===== config.mk =====
export PLATFORM = sky130hd
export DESIGN_NAME = cfg_serial_loader
export DESIGN_NICKNAME = d
export VERILOG_FILES = /design/src/rtl/cfg_loader_pkg.sv /design/src/rtl/cfg_phase_timer.sv /design/src/rtl/cfg_bit_shifter.sv /design/src/rtl/cfg_serial_loader.sv
export SDC_FILE = /design/constraint.sdc
export NUM_CORES = 1
export LEC_CHECK = 0
export BUFFER_PORTS_ARGS = -buffer_cell sky130_fd_sc_hd__buf_2
export CORE_MARGIN = 3
export CORE_UTILIZATION = 25
export CTS_CLUSTER_SIZE = 8
export DETAILED_ROUTE_END_ITERATION = 7
export SLEW_MARGIN = 20
export SYNTH_ARGS = -nofsm -noshare
export SYNTH_HDL_FRONTEND = slang
export SYNTH_SLANG_ARGS = --single-unit

===== constraint.sdc =====
create_clock -name clk -period 2.7 [get_ports clk]
set_input_delay 0.54 -clock clk [delete_from_list [all_inputs] [get_ports clk]]
set_output_delay 0.54 -clock clk [all_outputs]
set_load 0.1 [all_outputs]

===== src/rtl/cfg_loader_pkg.sv =====
package cfg_loader_pkg;

    typedef enum logic [2:0] {
        S_IDLE,
        S_PRG_HIGH,
        S_PRG_LOW,
        S_WAIT_INIT_HI,
        S_SHIFT,
        S_WAIT_DONE
    } cfg_state_e;

    typedef enum logic [1:0] {
        RES_OK          = 2'd0,
        RES_INIT_NO_LOW = 2'd1,
        RES_INIT_NO_HI  = 2'd2,
        RES_DONE_NO_HI  = 2'd3
    } cfg_result_e;

endpackage


===== src/rtl/cfg_phase_timer.sv =====
module cfg_phase_timer #(
    parameter int W = 8
) (
    input  logic         clk,
    input  logic         rst_n,
    input  logic         load_i,
    input  logic [W-1:0] reload_i,
    output logic         expired_o
);

    logic [W-1:0] cnt_q;

    always_ff @(posedge clk or negedge rst_n) begin
        if (!rst_n) begin
            cnt_q <= '0;
        end else if (load_i) begin
            cnt_q <= reload_i;
        end else if (cnt_q != '0) begin
            cnt_q <= cnt_q - W'(1);
        end
    end

    assign expired_o = (cnt_q == '0);

    // Support for R3/R4/R5: an expired window stays expired until reloaded
    a_r5_timer_no_wrap: assert property (@(posedge clk) disable iff (!rst_n)
        (!load_i && expired_o) |=> expired_o);

endmodule


===== src/rtl/cfg_bit_shifter.sv =====
module cfg_bit_shifter #(
    parameter int LEN_W    = 16,
    parameter int HALF_CYC = 2
) (
    input  logic             clk,
    input  logic             rst_n,
    input  logic             go_i,
    input  logic [LEN_W-1:0] len_i,
    input  logic [7:0]       byte_data_i,
    input  logic             byte_valid_i,
    output logic             byte_ready_o,
    output logic             cclk_o,
    output logic             din_o,
    output logic             last_o
);

    localparam int HALF_W = $clog2(HALF_CYC) + 1;

    logic             active_q;
    logic             have_q;
    logic             cclk_q;
    logic             last_q;
    logic [7:0]       sh_q;
    logic [2:0]       bit_q;
    logic [LEN_W-1:0] left_q;
    logic [HALF_W-1:0] hcnt_q;

    assign byte_ready_o = active_q && !have_q;

    always_ff @(posedge clk or negedge rst_n) begin
        if (!rst_n) begin
            active_q <= 1'b0;
            have_q   <= 1'b0;
            cclk_q   <= 1'b0;
            last_q   <= 1'b0;
            sh_q     <= '0;
            bit_q    <= '0;
            left_q   <= '0;
            hcnt_q   <= '0;
        end else begin
            last_q <= 1'b0;
            if (go_i) begin
                active_q <= (len_i != '0);
                left_q   <= len_i;
                have_q   <= 1'b0;
                cclk_q   <= 1'b0;
            end else if (active_q) begin
                if (!have_q) begin
                    if (byte_valid_i) begin
                        sh_q   <= byte_data_i;
                        have_q <= 1'b1;
                        bit_q  <= 3'd7;
                        hcnt_q <= HALF_W'(HALF_CYC - 1);
                        cclk_q <= 1'b0;
                    end
                end else if (hcnt_q != '0) begin
                    hcnt_q <= hcnt_q - HALF_W'(1);
                end else if (!cclk_q) begin
                    cclk_q <= 1'b1;
                    hcnt_q <= HALF_W'(HALF_CYC - 1);
                end else begin
                    cclk_q <= 1'b0;
                    hcnt_q <= HALF_W'(HALF_CYC - 1);
                    if (bit_q == 3'd0) begin
                        have_q <= 1'b0;
                        left_q <= left_q - LEN_W'(1);
                        if (left_q == LEN_W'(1)) begin
                            active_q <= 1'b0;
                            last_q   <= 1'b1;
                        end
                    end else begin
                        sh_q  <= {sh_q[6:0], 1'b0};
                        bit_q <= bit_q - 3'd1;
                    end
                end
            end
        end
    end

    assign cclk_o = cclk_q;
    assign din_o  = sh_q[7];
    assign last_o = last_q;

    // data is set up before the rising clock edge, never changed with it
    a_r6_din_steady_at_rise: assert property (@(posedge clk) disable iff (!rst_n)
        $rose(cclk_q) |-> $stable(sh_q[7]));

    // a byte is never requested while the clock is high
    a_r11_ready_clock_low: assert property (@(posedge clk) disable iff (!rst_n)
        byte_ready_o |-> !cclk_q);

endmodule


===== src/rtl/cfg_serial_loader.sv =====
module cfg_serial_loader
    import cfg_loader_pkg::*;
#(
    parameter int LEN_W        = 16,
    parameter int HALF_CYC     = 2,
    parameter int PRG_HIGH_CYC = 3,
    parameter int T_INIT_LOW   = 20,
    parameter int T_INIT_HIGH  = 20,
    parameter int T_DONE       = 40
) (
    input  logic             clk,
    input  logic             rst_n,
    input  logic             start_i,
    input  logic [LEN_W-1:0] img_len_i,
    input  logic [7:0]       byte_data_i,
    input  logic             byte_valid_i,
    output logic             byte_ready_o,
    input  logic             init_i,
    input  logic             done_i,
    output logic             prog_n_o,
    output logic             cclk_o,
    output logic             din_o,
    output logic             busy_o,
    output logic             ok_o,
    output logic [1:0]       err_o
);

    localparam int T_MAX_A = (T_INIT_LOW > T_INIT_HIGH) ? T_INIT_LOW : T_INIT_HIGH;
    localparam int T_MAX_B = (T_DONE > PRG_HIGH_CYC) ? T_DONE : PRG_HIGH_CYC;
    localparam int T_MAX   = (T_MAX_A > T_MAX_B) ? T_MAX_A : T_MAX_B;
    localparam int TMR_W   = $clog2(T_MAX + 1);

    cfg_state_e        state_q, state_n;
    logic [LEN_W-1:0]  len_q;
    logic              tmr_load, tmr_exp;
    logic [TMR_W-1:0]  tmr_reload;
    logic              shift_go, shift_last;
    logic              run_fail, run_pass;
    cfg_result_e       fail_code;
    logic [1:0]        err_q;
    logic              ok_q;

    // State register
    always_ff @(posedge clk or negedge rst_n) begin
        if (!rst_n) begin
            state_q <= S_IDLE;
        end else begin
            state_q <= state_n;
        end
    end

    // Next state and per-phase verdict
    always_comb begin
        state_n   = state_q;
        run_fail  = 1'b0;
        run_pass  = 1'b0;
        fail_code = RES_OK;
        unique case (state_q)
            S_IDLE: begin
                if (start_i) state_n = S_PRG_HIGH;
            end
            S_PRG_HIGH: begin
                if (tmr_exp) state_n = S_PRG_LOW;
            end
            S_PRG_LOW: begin
                if (!init_i) begin
                    state_n = S_WAIT_INIT_HI;
                end else if (tmr_exp) begin
                    state_n   = S_IDLE;
                    run_fail  = 1'b1;
                    fail_code = RES_INIT_NO_LOW;
                end
            end
            S_WAIT_INIT_HI: begin
                if (init_i) begin
                    state_n = (len_q == '0) ? S_WAIT_DONE : S_SHIFT;
                end else if (tmr_exp) begin
                    state_n   = S_IDLE;
                    run_fail  = 1'b1;
                    fail_code = RES_INIT_NO_HI;
                end
            end
            S_SHIFT: begin
                if (shift_last) state_n = S_WAIT_DONE;
            end
            S_WAIT_DONE: begin
                if (done_i) begin
                    state_n  = S_IDLE;
                    run_pass = 1'b1;
                end else if (tmr_exp) begin
                    state_n   = S_IDLE;
                    run_fail  = 1'b1;
                    fail_code = RES_DONE_NO_HI;
                end
            end
            default: state_n = S_IDLE;
        endcase
    end

    // Timer reload for the phase being entered
    always_comb begin
        tmr_load = (state_n != state_q);
        unique case (state_n)
            S_PRG_HIGH:     tmr_reload = TMR_W'(PRG_HIGH_CYC - 1);
            S_PRG_LOW:      tmr_reload = TMR_W'(T_INIT_LOW - 1);
            S_WAIT_INIT_HI: tmr_reload = TMR_W'(T_INIT_HIGH - 1);
            S_WAIT_DONE:    tmr_reload = TMR_W'(T_DONE - 1);
            default:        tmr_reload = '0;
        endcase
    end

    assign shift_go = (state_n == S_SHIFT) && (state_q != S_SHIFT);

    // Registered results and captured length
    always_ff @(posedge clk or negedge rst_n) begin
        if (!rst_n) begin
            len_q <= '0;
            err_q <= RES_OK;
            ok_q  <= 1'b0;
        end else if (state_q == S_IDLE && start_i) begin
            len_q <= img_len_i;
            err_q <= RES_OK;
            ok_q  <= 1'b0;
        end else if (run_fail) begin
            err_q <= fail_code;
        end else if (run_pass) begin
            ok_q  <= 1'b1;
        end
    end

    // Pin and status outputs
    always_comb begin
        prog_n_o = (state_q != S_PRG_LOW);
        busy_o   = (state_q != S_IDLE);
        ok_o     = ok_q;
        err_o    = err_q;
    end

    cfg_phase_timer #(.W(TMR_W)) u_timer (
        .clk       (clk),
        .rst_n     (rst_n),
        .load_i    (tmr_load),
        .reload_i  (tmr_reload),
        .expired_o (tmr_exp)
    );

    cfg_bit_shifter #(.LEN_W(LEN_W), .HALF_CYC(HALF_CYC)) u_shift (
        .clk          (clk),
        .rst_n        (rst_n),
        .go_i         (shift_go),
        .len_i        (len_q),
        .byte_data_i  (byte_data_i),
        .byte_valid_i (byte_valid_i),
        .byte_ready_o (byte_ready_o),
        .cclk_o       (cclk_o),
        .din_o        (din_o),
        .last_o       (shift_last)
    );

    // program only falls out of the settle phase
    a_r2_prog_falls_after_high: assert property (@(posedge clk) disable iff (!rst_n)
        $fell(prog_n_o) |-> ($past(state_q) == S_PRG_HIGH));

    // results are steady while idle without a start
    a_r8_result_held: assert property (@(posedge clk) disable iff (!rst_n)
        (state_q == S_IDLE && !start_i) |=> ($stable(err_o) && $stable(ok_o)));

    // success never comes with an error code
    a_r7_ok_clean: assert property (@(posedge clk) disable iff (!rst_n)
        ok_o |-> (err_o == RES_OK));

    // a start while busy leaves the captured length alone
    a_r9_start_ignored: assert property (@(posedge clk) disable iff (!rst_n)
        (busy_o && start_i) |=> $stable(len_q));

    // an init fall during the program-low wait moves on to the release phase
    a_r3_init_low_advances: assert property (@(posedge clk) disable iff (!rst_n)
        (state_q == S_PRG_LOW && !init_i) |=> (state_q == S_WAIT_INIT_HI && prog_n_o));

    // a zero-length image skips the shift phase
    a_r10_zero_len_skip: assert property (@(posedge clk) disable iff (!rst_n)
        (state_q == S_WAIT_INIT_HI && init_i && len_q == '0) |=> (state_q == S_WAIT_DONE));

endmodule


## Yosys cells after proc, flatten, opt, wreduce, memory -nomap -nowiden

Index checks and enable logic that the tools add are counted.

- Register bits: 61
- Bits in latches: 0
- Memory bits (writable): 0
- ROM bits: 0
- Input port bits: 30
- Memories: 0

- $add $sub $neg: 4
- $mul: 0
- Divide/modulo/power cells: 0
- Order comparisons: 0
- Eq/ne operators: 20
- Shift-type cells: 0
- Mux-type cells: 77
- Bitwise gates (word level): 1
- Reduce and logical (&&, ||, !) cells: 27

Operators with widths:

| operator | number |
|---|---|
| $mux 16 | 6 |
| $mux 8 | 5 |
| $mux 1 | 39 |
| $mux 3 | 12 |
| $mux 2 | 9 |
| $pmux 3 s6 | 1 |
| $pmux 6 s3 | 1 |
| $reduce_bool 2->1 | 9 |
| $eq 16x1->1 const B | 1 |
| $logic_not 16->1 | 1 |
| $reduce_bool 16->1 | 1 |
| $sub 16x1->16 const B | 1 |
| $eq 3x2->1 const B | 4 |
| $eq 3x3->1 const B | 4 |
| $mux 6 | 2 |
| $ne 2x2->1 const B | 4 |
| $eq 3x1->1 const B | 2 |
| $logic_not 3->1 | 2 |
| $logic_not 6->1 | 1 |
| $ne 3x3->1 const B | 2 |
| $pmux 2 s3 | 1 |
| $reduce_and 3->1 | 2 |
| $reduce_and 6->1 | 1 |
| $reduce_bool 3->1 | 2 |
| 14 further kinds | 16 |

## Longest topological paths before layout

Gate-level depths: netlist of run 1.

- Word-level depth: 8
- Gate-level depth with buffers: 9
- Depth with buffers taken out: 7

## By module

From an unflattened synthesis of run 1, not the netlist that was laid out.

- Cells, all modules: 337
- Area, all modules: 3379.5 um^2

By module, submodules not included:

| module | instances | cells an instance | area each (um^2) | sequential area each (um^2) |
|---|---|---|---|---|
| cfg_bit_shifter | 1 | 199 | 1885.6 | 825.8 |
| cfg_serial_loader | 1 | 98 | 1093.5 | 550.5 |
| cfg_phase_timer | 1 | 40 | 400.4 | 150.1 |

## Least setup slack after synthesis of run 1

OpenSTA, ideal clock, no wires.

- Path type: reg2out
- Start point: register u_shift.have_q
- End point: output byte_ready_o
- Arrival time: 2.062 ns
- Required time: 2.160 ns
- Slack: 0.098 ns
- Stages on the path, launching flop included: 4
- Path buffers: 2
- Cell sequence: dfrtp_1 -> clkbuf_1 -> buf_1 -> nor2_1

- Word-level cells in the longest chain between the ends: 2

Ends and longest elaborated chain:

| element | line | RTL |
|---|---|---|
| start: declaration | cfg_bit_shifter.sv:20 | `logic have_q;` |
| start signal: assignment | cfg_bit_shifter.sv:33 | `have_q <= 1'b0;` |
| start signal: assignment | cfg_bit_shifter.sv:45 | `have_q <= 1'b0;` |
| start signal: assignment | cfg_bit_shifter.sv:51 | `have_q <= 1'b1;` |
| $logic_not 1->1 | - |  |
| $logic_and 1x1->1 | cfg_bit_shifter.sv:28 | `assign byte_ready_o = active_q && !have_q;` |
| end: declaration | cfg_serial_loader.sv:17 | `output logic byte_ready_o,` |

No other way between the ends.

## Worst setup path in the final report of run 1

- Start point: register u_timer.cnt_q[0]
- End point: register u_timer.cnt_q[0]

- Word-level cells in the longest chain between the ends: 8

Ends and longest elaborated chain:

| element | line | RTL |
|---|---|---|
| start: declaration | cfg_phase_timer.sv:11 | `logic [W-1:0] cnt_q;` |
| start signal: assignment | cfg_phase_timer.sv:17 | `cnt_q <= reload_i;` |
| start signal: assignment | cfg_phase_timer.sv:19 | `cnt_q <= cnt_q - W'(1);` |
| $logic_not 6->1 | cfg_phase_timer.sv:23 | `assign expired_o = (cnt_q == '0);` |
| $mux 3 | cfg_serial_loader.sv:68, cfg_serial_loader.sv:77, cfg_serial_loader.sv:90 |  |
| $mux 3 (on tied branches) | cfg_serial_loader.sv:87, cfg_serial_loader.sv:66, cfg_serial_loader.sv:75 |  |
| $pmux 3 s6 | cfg_serial_loader.sv:58 | `unique case (state_q)` |
| $eq 3x2->1 | cfg_serial_loader.sv:103 | `unique case (state_n)` |
| $reduce_or 2->1 (no source line) | - |  |
| $pmux 6 s3 | cfg_serial_loader.sv:103 |  |
| $mux 6 | cfg_phase_timer.sv:16 | `end else if (load_i) begin` |

Parallel ways exist; a longest one is shown, timed or not. The select of a mux whose other input is x is not followed.
A chain may end at the register's enable or synchronous reset.

==> impl_metrics.yaml, run 1 <==
synthesis:
  synthDistinctLibCells: 45
  async_flop_share_pct: 100
  syn_inst: 319
  synth_area_leader_cell: "dfrtp_1"
  ys_seq_elements: 61
  synthFlopType: "dfrtp_1"
  syn_area_per_cell_um2: 9.74
  syn_area_um2: 3110
  yosysSeqAreaShare_pct: 49.1
  synth_nets: 354
  synth_common_cells: "dfrtp_1 (61), nor2_1 (32), a21oi_1 (30)"
  synth_top_area_share_pct: 49.1
  synthTopCellsByArea: "dfrtp_1 (49%), mux2_2 (6.2%), a21oi_1 (4.8%)"
  yosysWarnings: 0
  yosysMostFrequentCell: "dfrtp_1"
  synth_edf_count: 0
final_layout:
  nets: 394
  areaGrowthSynthToFinish_pct: 22.6
  drive_above_1_share_pct: 24.2
  n_antenna_cell: 0
floorplan:
  die_y_um: 117
  core.rowCount: 40
  die_area_um2: 13800
  die_w_um: 117
  ios: 38
  core-area_um2: 12100
  start_util_pct: 25.8
sta:
  tightestPinTransition_ps: 641
  slew_violations: 0
  period_minus_slack_ps: 2380
  fmax_ghz: 0.420
  maxSlewHeadroom_pct: 57.2
  finalClockSkew_ps: 5.14
  final-hold-violation-count: 0
  rsz0062_at_grt: "false"
  fin_tns_setup_ps: 0
  timing.hold.ws_ps: 237
  setup_viol: 0
  period_share_pct: 88.2
run:
  drv_cap: 0
setup_path:
  r2r_cells: 7
  r2r_setup_slack_ps: 320
  crit_path_start: "u_timer.cnt_q[0]"
  cp-start-kind: "flop"
  r2r_start: "u_timer.cnt_q[0]"
  crit_end: "u_timer.cnt_q[0]"
  end_kind: "flop"
  cp_num_cells: 7
  max_stage_delay_ps: 540
  crit_type: "reg -> reg"
  worstPathCellList: "inv_1 -> ha_1 -> or3b_2 -> or4_1 -> a21oi_1 -> nor2_1 -> a221oi_1"
  worstPathMaxFanout: 8
  crit_required_ps: 2920
  crit_buf_inv: 1
  arrival_ps: 2610
  crit_slowest_cell: "or3b_2"
  timing.rr.end: "u_timer.cnt_q[0]"
  critPathTopFamily: "simple AND/OR/NAND/NOR gates"
cts:
  clk_pin_slew_ps: 50
  cts_tree: "built"
  numCtsBuffers: 9
  ctsResizeCount: 0
  clock_latency_ps: 330
  cts.sinks: 61
  cts_buffer_depth: 2
  postCtsSetupBuffers: 0
  root_buffer: "clkbuf_16"
  hold_buffers: 0
  htree_levels: 3
routing:
  postRouteAntennaNets: 0
  num_vias: 2430
  firstDrtPassIters: 4
  drtIter0Drc: 106
  vias_per_cell: 4.57
  wl_mm: 6.77
  wl_per_cell_um: 12.7
  drc: 0
global_routing:
  antenna_found_initial: 0
  grt_start_max_net_pins: 35
  grt_pass1_wl_mm: 11.7
  grt_usage_pct: 10.4
  first_global_vias: 2466
  overflow: 0
placed_design:
  dp_hpwl_mm: 4.88
  io_buffers: 37
  place_congestion: 0.818
hold_path:
  hold_class: "in -> async"
outcome:
  status: "completed"
power:
  power.density_nw_per_um2: 1240
  p_leak_uw: 0.00164
  ir_drop_v: 0.000450
==> kinds of logic after synthesis <==
logic type	share of synthesized area [%]
muxes	8.74
AOI/OAI and AO/OA	12.5
and+or+nand+nor	19.1
xor gates and xnor gates	5.07
buffers and inverters	3.42
DFF	49.1
adders and majority gates	2.01
==> worst min path at each step <==
stage | endpoint | slack [ps] | cells after the start
2_1_floorplan | err_o[0] | 240 | 0
3_3_place_gp | u_shift.sh_q[7] | 460 | 2
3_5_place_dp | u_shift.sh_q[2] | 470 | 2
4_1_cts | ok_o | 270 | 1
5_1_grt | ok_o | 300 | 1
6_report | u_timer.cnt_q[3] | 240 | 1
==> layout by cell type, fill, tap and decap left out, drive strengths merged, types with 2 or more instances in the layout <==
cell type,count
a21oi,30
a31oi,2
and3,2
buf,46
clkbuf,11
clkinvlp,4
dfrtp,61
ha,5
inv,11
mux2,17
mux2i,8
nand2,25
nand2b,8
nand3,3
nand3b,2
nand4,3
nor2,32
nor3,10
nor4,11
o21ai,18
o31ai,2
or2,5
or3,6
or4,6
xnor2,14
xor2,4
==> layer usage <==
layer | share of wire (%) | wire [um] | track usage (%)
met1 | 47 | 3160 | 13.3
met2 | 48 | 3260 | 16.7
met3 | 3.6 | 241 | 2.74
met4 | 1.5 | 104 | 4.40
met5 | 0 | 0 | 0
==> layout make-up <==
cell class / instances / area (um^2)
Inverter: 11 / 41.3
Timing Repair Buffer: 46 / 253
Clock inverter: 5 / 60.1
Sequential cell: 61 / 1530
Tap cell: 168 / 210
Fill cell: 1236 / 8250
Clock buffer: 11 / 243
Multi-Input combinational cell: 230 / 1470
==> report_power, final <==
part           internal (uW)  total (uW)  switching (uW)
logic                    765        1900            1140
registers               1330        1670             339
clock network            738        1150             409
total                   2830        4720            1890
==> worst reg2reg max path: stages, from the launching register on <==
cell      delay, ps
dfrtp_1         380
inv_1           100
ha_1            190
or3b_2          540
or4_1           530
a21oi_1         210
nor2_1           80
a221oi_1        260
==> sequential cells by signal, indices dropped and copies added, names as in the netlist <==
signal,flops
err_o,2
len_q,16
ok_o,1
state_q,3
u_shift.active_q,1
u_shift.bit_q,3
u_shift.cclk_o,1
u_shift.have_q,1
u_shift.hcnt_q,2
u_shift.last_o,1
u_shift.left_q,16
u_shift.sh_q,8
u_timer.cnt_q,6
==> stage by stage <==
step	total power [uW]	cell area (um^2)	util (%)	setup slack (ps)	std cells
2_1_floorplan	3160	3110	-	98.3	319
3_3_place_gp	3540	3500	29.1	434	516
3_5_place_dp	3600	3500	29.1	354	516
4_1_cts	4780	3810	31.6	337	532
5_1_grt	5070	3810	31.6	205	532
6_report	4720	3810	31.6	319	532
(Power assumes the default switching activity.)
==> run 2: changes to the inputs <==
Settings changed: CELL_PAD_IN_SITES_DETAIL_PLACEMENT set to 2, CELL_PAD_IN_SITES_GLOBAL_PLACEMENT set to 2, PLACE_DENSITY_LB_ADDON set to 0.1, SYNTH_HIERARCHICAL set to 1.
Clock period 2.7 ns to 2.4 ns, I/O delays scaled along.
==> impl_metrics.yaml, run 2 <==
final_layout:
  drive_above_1_share_pct: 34.4
  multi_input_area_um2: 1770
  areaGrowthSynthToFinish_pct: 32.1
  n_antenna_cell: 0
  regArea_um2: 1530
  stdcell_count: 590
  final_cell_mix: "dfrtp_1 (59), buf_4 (43), buf_2 (38)"
  nets: 449
  n_fill_cell: 1433
  layout_commonest_cell: "dfrtp_1"
  largestRegisters: "len_q: 16 flops, u_shift/left_q: 16 flops, u_shift/sh_q: 8 flops"
global_routing:
  overflow: 0
  grt_pass1_wl_mm: 17.4
  grt_start_max_net_pins: 62
  grt_usage_pct: 15.1
  first_global_vias: 3151
  antenna_found_initial: 0
floorplan:
  start_util_pct: 26.1
  die_w_um: 122
  ios: 38
  die_y_um: 122
  core.rowCount: 41
  die_area_um2: 14900
  core-area_um2: 12900
setup_path:
  crit_buf_inv: 1
  worstPathCellList: "nor4_4 -> and4b_1 -> nand4_1 -> o311a_4 -> and3_4 -> nand2b_4 -> nor2_4 -> buf_6 -> a21boi_0 -> a31o_2"
  crit_type: "reg -> reg"
  worstPathMaxFanout: 5
  arrival_ps: 2490
  crit_required_ps: 2620
  end_kind: "flop"
  max_stage_delay_ps: 430
  cp-start-kind: "flop"
  crit_slowest_cell: "dfrtp_2"
  critPathTopFamily: "simple AND/OR/NAND/NOR gates"
synthesis:
  synth_common_cells: "dfrtp_1 (61), nand2_1 (22), o21ai_0 (21)"
  synthTopCellsByArea: "dfrtp_1 (45%), mux2_2 (5.7%), o21ai_0 (3.1%)"
  syn_inst: 337
  synth_edf_count: 0
  synth_nets: 373
  yosysSeqAreaShare_pct: 45.2
  ys_seq_elements: 61
  yosysWarnings: 6
  yosysMostFrequentCell: "dfrtp_1"
  async_flop_share_pct: 100
  synth_area_leader_cell: "dfrtp_1"
  synthDistinctLibCells: 64
  synth_top_area_share_pct: 45.2
  synthFlopType: "dfrtp_1"
  syn_area_um2: 3380
  syn_area_per_cell_um2: 10.0
cts:
  numCtsBuffers: 9
  cts_buffer_depth: 2
  hold_buffers: 0
  clock_latency_ps: 330
  cts_tree: "built"
  root_buffer: "clkbuf_16"
  cts.sinks: 61
  clk_pin_slew_ps: 60
  htree_levels: 3
routing:
  drc: 0
  postRouteAntennaNets: 0
  firstDrtPassIters: 4
  vias_per_cell: 4.82
  num_vias: 2846
  wl_per_cell_um: 17.5
  wl_mm: 10.3
  drtIter0Drc: 69
sta:
  final-hold-violation-count: 0
  slew_violations: 0
  fmax_ghz: 0.442
  tightestPinTransition_ps: 565
  maxSlewHeadroom_pct: 61.8
  setup_viol: 0
  period_share_pct: 94.3
  period_minus_slack_ps: 2260
  finalClockSkew_ps: 7.98
  timing.hold.ws_ps: 166
hold_path:
  hold_class: "in -> async"
power:
  power.density_nw_per_um2: 1470
  p_comb_share_pct: 47.9
  p_seq_share_pct: 30.2
  p_leak_uw: 0.00188
  pwr-share-clk_pct: 21.9
  ir_drop_v: 0.000656
  switching_share_pct: 41.6
  power.internal_uw: 3840
  p_switching_uw: 2730
run:
  drv_cap: 0
outcome:
  status: "completed"
placed_design:
  dpl.cell_count: 567
  place_congestion: 0.748
  dp_hpwl_mm: 7.54
  io_buffers: 37
-- run 2: changes by cell type after synthesis, moves of 4 or more --
cell	change
xnor2_1	-5
o31ai_1	+6
nor2_1	-13
inv_1	+6
nor3_1	-5
a21oi_1	-13
a31oi_1	+11
o31a_1	+4
clkbuf_1	-5
-- run 2: final timing paths --
path / from / end / slack [ps] / cells past startpoint
max: len_q[2] / u_shift/sh_q[0] / 140 / 10
min in group clk: img_len_i[6] / len_q[6] / 380 / 2
max in group asynchronous: rst_n / len_q[2] / 1920 / 2
min reg2reg: u_shift/bit_q[0] / u_shift/bit_q[0] / 510 / 1
min: rst_n / len_q[13] / 170 / 2
max reg2reg: len_q[2] / u_shift/sh_q[0] / 140 / 10
-- run 2: power groups by stage --
stage | clock network (uW) | logic (uW) | registers, uW
floorplan | 0 | 1890 | 2090
global placement | 0 | 3000 | 1950
detailed placement | 0 | 3060 | 1970
CTS | 1500 | 3090 | 1990
global route | 1540 | 3510 | 2080
finish | 1440 | 3150 | 1980
-- run 2: cell type report --
cell class	count	share of cell area [%]
multi-input cells	240	39.7
well taps	172	4.82
repair buffers	84	12.4
flip-flops and latches	61	34.2
clock inverters	4	1.57
clock buffers	12	5.74
inverters	17	1.51
-- run 2: per-layer routing --
| layer | part of all wire [%] | global-route usage, % | vias to the layer above |
|---|---|---|---|
| met2 | 47 | 23.4 | 42 |
| met5 | 0 | 0 | - |
| met3 | 3.8 | 4.70 | 8 |
| li1 | - | - | 1388 |
| met4 | 1.1 | 3.57 | 0 |
| met1 | 48 | 20.5 | 1408 |
-- run 2: timing repair --
action                                  4_1_cts  5_1_grt
endpoints found under the setup margin       14       14
setup buffers                                 0        6
pin swaps                                     0        6
resized for setup                             4       10
cloned                                        0        1
-- run 2: cells by family after synthesis --
logic type / synth area share, %
simple gates: 19.3
compound gates: 17.1
flops: 45.2
buf+inv: 4.85
mux: 8.63
xor+xnor: 2.59
fa+ha+maj: 2.22
other cells: 0.111
-- run 2: metrics by stage --
stage	utilization [%]	area [um^2]	setup slack (ps)	power, uW	TNS [ps]
4_1_cts	33.9	4380	3.96	6570	0
6_report	34.5	4470	137	6570	0
3_5_place_dp	31.2	4030	-107	5030	-679
5_1_grt	34.5	4470	-11.7	7130	-11.7
3_3_place_gp	31.2	4030	-61.9	4950	-224
2_1_floorplan	-	3430	3.60	3980	0
==> run 3: changes to the inputs <==
Settings changed: RECOVER_POWER set to 25.
==> impl_metrics.yaml, run 3 (synthesized netlist as in run 2, its figures left out) <==
placed_design:
  place_ws_ps: -107
  dp_hpwl_mm: 7.54
  io_buffers: 37
  place_congestion: 0.748
  dpl.cell_count: 567
cts:
  cts_tree: "built"
  cts_buffer_depth: 2
  hold_buffers: 0
  root_buffer: "clkbuf_16"
  clock_latency_ps: 330
  numCtsBuffers: 9
  clk_pin_slew_ps: 60
  htree_levels: 3
  cts.sinks: 61
sta:
  slew_violations: 62
  final-hold-violation-count: 0
  finalClockSkew_ps: 7.95
  period_minus_slack_ps: 2260
  period_share_pct: 94.3
  fmax_ghz: 0.442
  setup_viol: 0
  finalWorstSetupSlack_ps: 137
  tightestPinTransition_ps: 1640
  maxSlewHeadroom_pct: -9.16
routing:
  num_vias: 2846
  drc: 0
  postRouteAntennaNets: 0
  drtIter0Drc: 69
  wl_mm: 10.3
  wl_per_cell_um: 17.5
  firstDrtPassIters: 4
  vias_per_cell: 4.82
floorplan:
  die_y_um: 122
  ios: 38
  core-area_um2: 12900
  die_area_um2: 14900
  die_w_um: 122
  core.rowCount: 41
  start_util_pct: 26.1
setup_path:
  r2r_start: "len_q[2]"
  arrival_ps: 2490
  r2r_setup_slack_ps: 140
  cp-start-kind: "flop"
  crit_type: "reg -> reg"
  r2r_cells: 10
  worstPathMaxFanout: 5
  crit_required_ps: 2620
  end_kind: "flop"
  timing.rr.end: "u_shift/sh_q[0]"
final_layout:
  stdcell_count: 590
  areaGrowthSynthToFinish_pct: 31.7
  n_fill_cell: 1434
  layout_commonest_cell: "dfrtp_1"
  n_antenna_cell: 0
  regArea_um2: 1530
  largestRegisters: "len_q: 16 flops, u_shift/left_q: 16 flops, u_shift/sh_q: 8 flops"
  nets: 449
  final_cell_mix: "dfrtp_1 (59), buf_4 (43), buf_2 (38)"
  multi_input_area_um2: 1770
  drive_above_1_share_pct: 34.4
global_routing:
  grt_usage_pct: 15.1
  antenna_found_initial: 0
  overflow: 0
  first_global_vias: 3151
  grt_start_max_net_pins: 62
  grt_pass1_wl_mm: 17.4
outcome:
  violations: "capacitance limit, slew limit"
  status: "finished with violations"
power:
  ir_drop_v: 0.000656
  power.density_nw_per_um2: 1480
  p_total_uw: 6560
  p_leak_uw: 0.00187
hold_path:
  min_from: "img_len_i[6]"
  hold_class: "in -> reg"
  hold_depth: 2
  min_to: "len_q[6]"
run:
  drv_cap: 1
[run 3: cell types whose count changed in the layout (fill, tap and decap cells not counted), sizes merged]
| cell | before | now |
|---|---|---|
| buf | 84 | 83 |
| clkbuf | 12 | 13 |
[run 3: worst max path at each step]
stage,cells after the start,start,slack [ps],to
3_3_place_gp,8,len_q[1],-60,u_shift/left_q[13]
3_5_place_dp,10,len_q[1],-110,u_shift/bit_q[2]
2_1_floorplan,10,u_timer/cnt_q[1],4,u_shift/left_q[13]
4_1_cts,8,len_q[1],4,u_shift/left_q[13]
6_report,10,len_q[2],140,u_shift/sh_q[0]
5_1_grt,10,len_q[2],-10,u_shift/sh_q[0]
[run 3: layout make-up]
type / instances / area share, %
Clock inverter: 4 / 1.57
Timing Repair Buffer: 84 / 12.1
Inverter: 17 / 1.52
Clock buffer: 12 / 5.76
Multi-Input combinational cell: 240 / 39.8
Sequential cell: 61 / 34.4
Tap cell: 172 / 4.84
[run 3: through the flow]
stage | cell area (um^2) | util, % | TNS, ps | hold WS [ps]
2_1_floorplan | 3430 | - | 0 | 184
3_3_place_gp | 4030 | 31.2 | -224 | 485
3_5_place_dp | 4030 | 31.2 | -679 | 511
4_1_cts | 4380 | 33.9 | 0 | 171
5_1_grt | 4450 | 34.4 | -11.7 | 370
6_report | 4450 | 34.4 | 0 | 378
[run 3: critical path, cell delays in order (launching register included)]
cell	delay (ps)
dfrtp_2	430
nor4_4	300
and4b_1	240
nand4_1	130
o311a_4	160
and3_4	180
nand2b_4	160
nor2_4	110
buf_6	130
a21boi_0	80
a31o_2	230
[run 3: layer usage]
layer	GRT usage [%]	wire, um
met1	20.5	4980
met2	23.4	4820
met3	4.70	387
met4	3.57	110
met5	0	0
[run 3: power by group]
group	leakage [uW]	internal (uW)	switching [uW]	total, uW
logic	0.000998	1360	1780	3140
registers	0.000714	1510	468	1980
clock network	0.000163	962	478	1440
total	0.00187	3830	2730	6560
[run 3: repair_timing]
action                     4_1_cts  5_1_grt
resized for setup                4       10
pin swaps                        0        6
setup endpoints to repair       14       14
buffers inserted                 0        6
cloned                           0        1
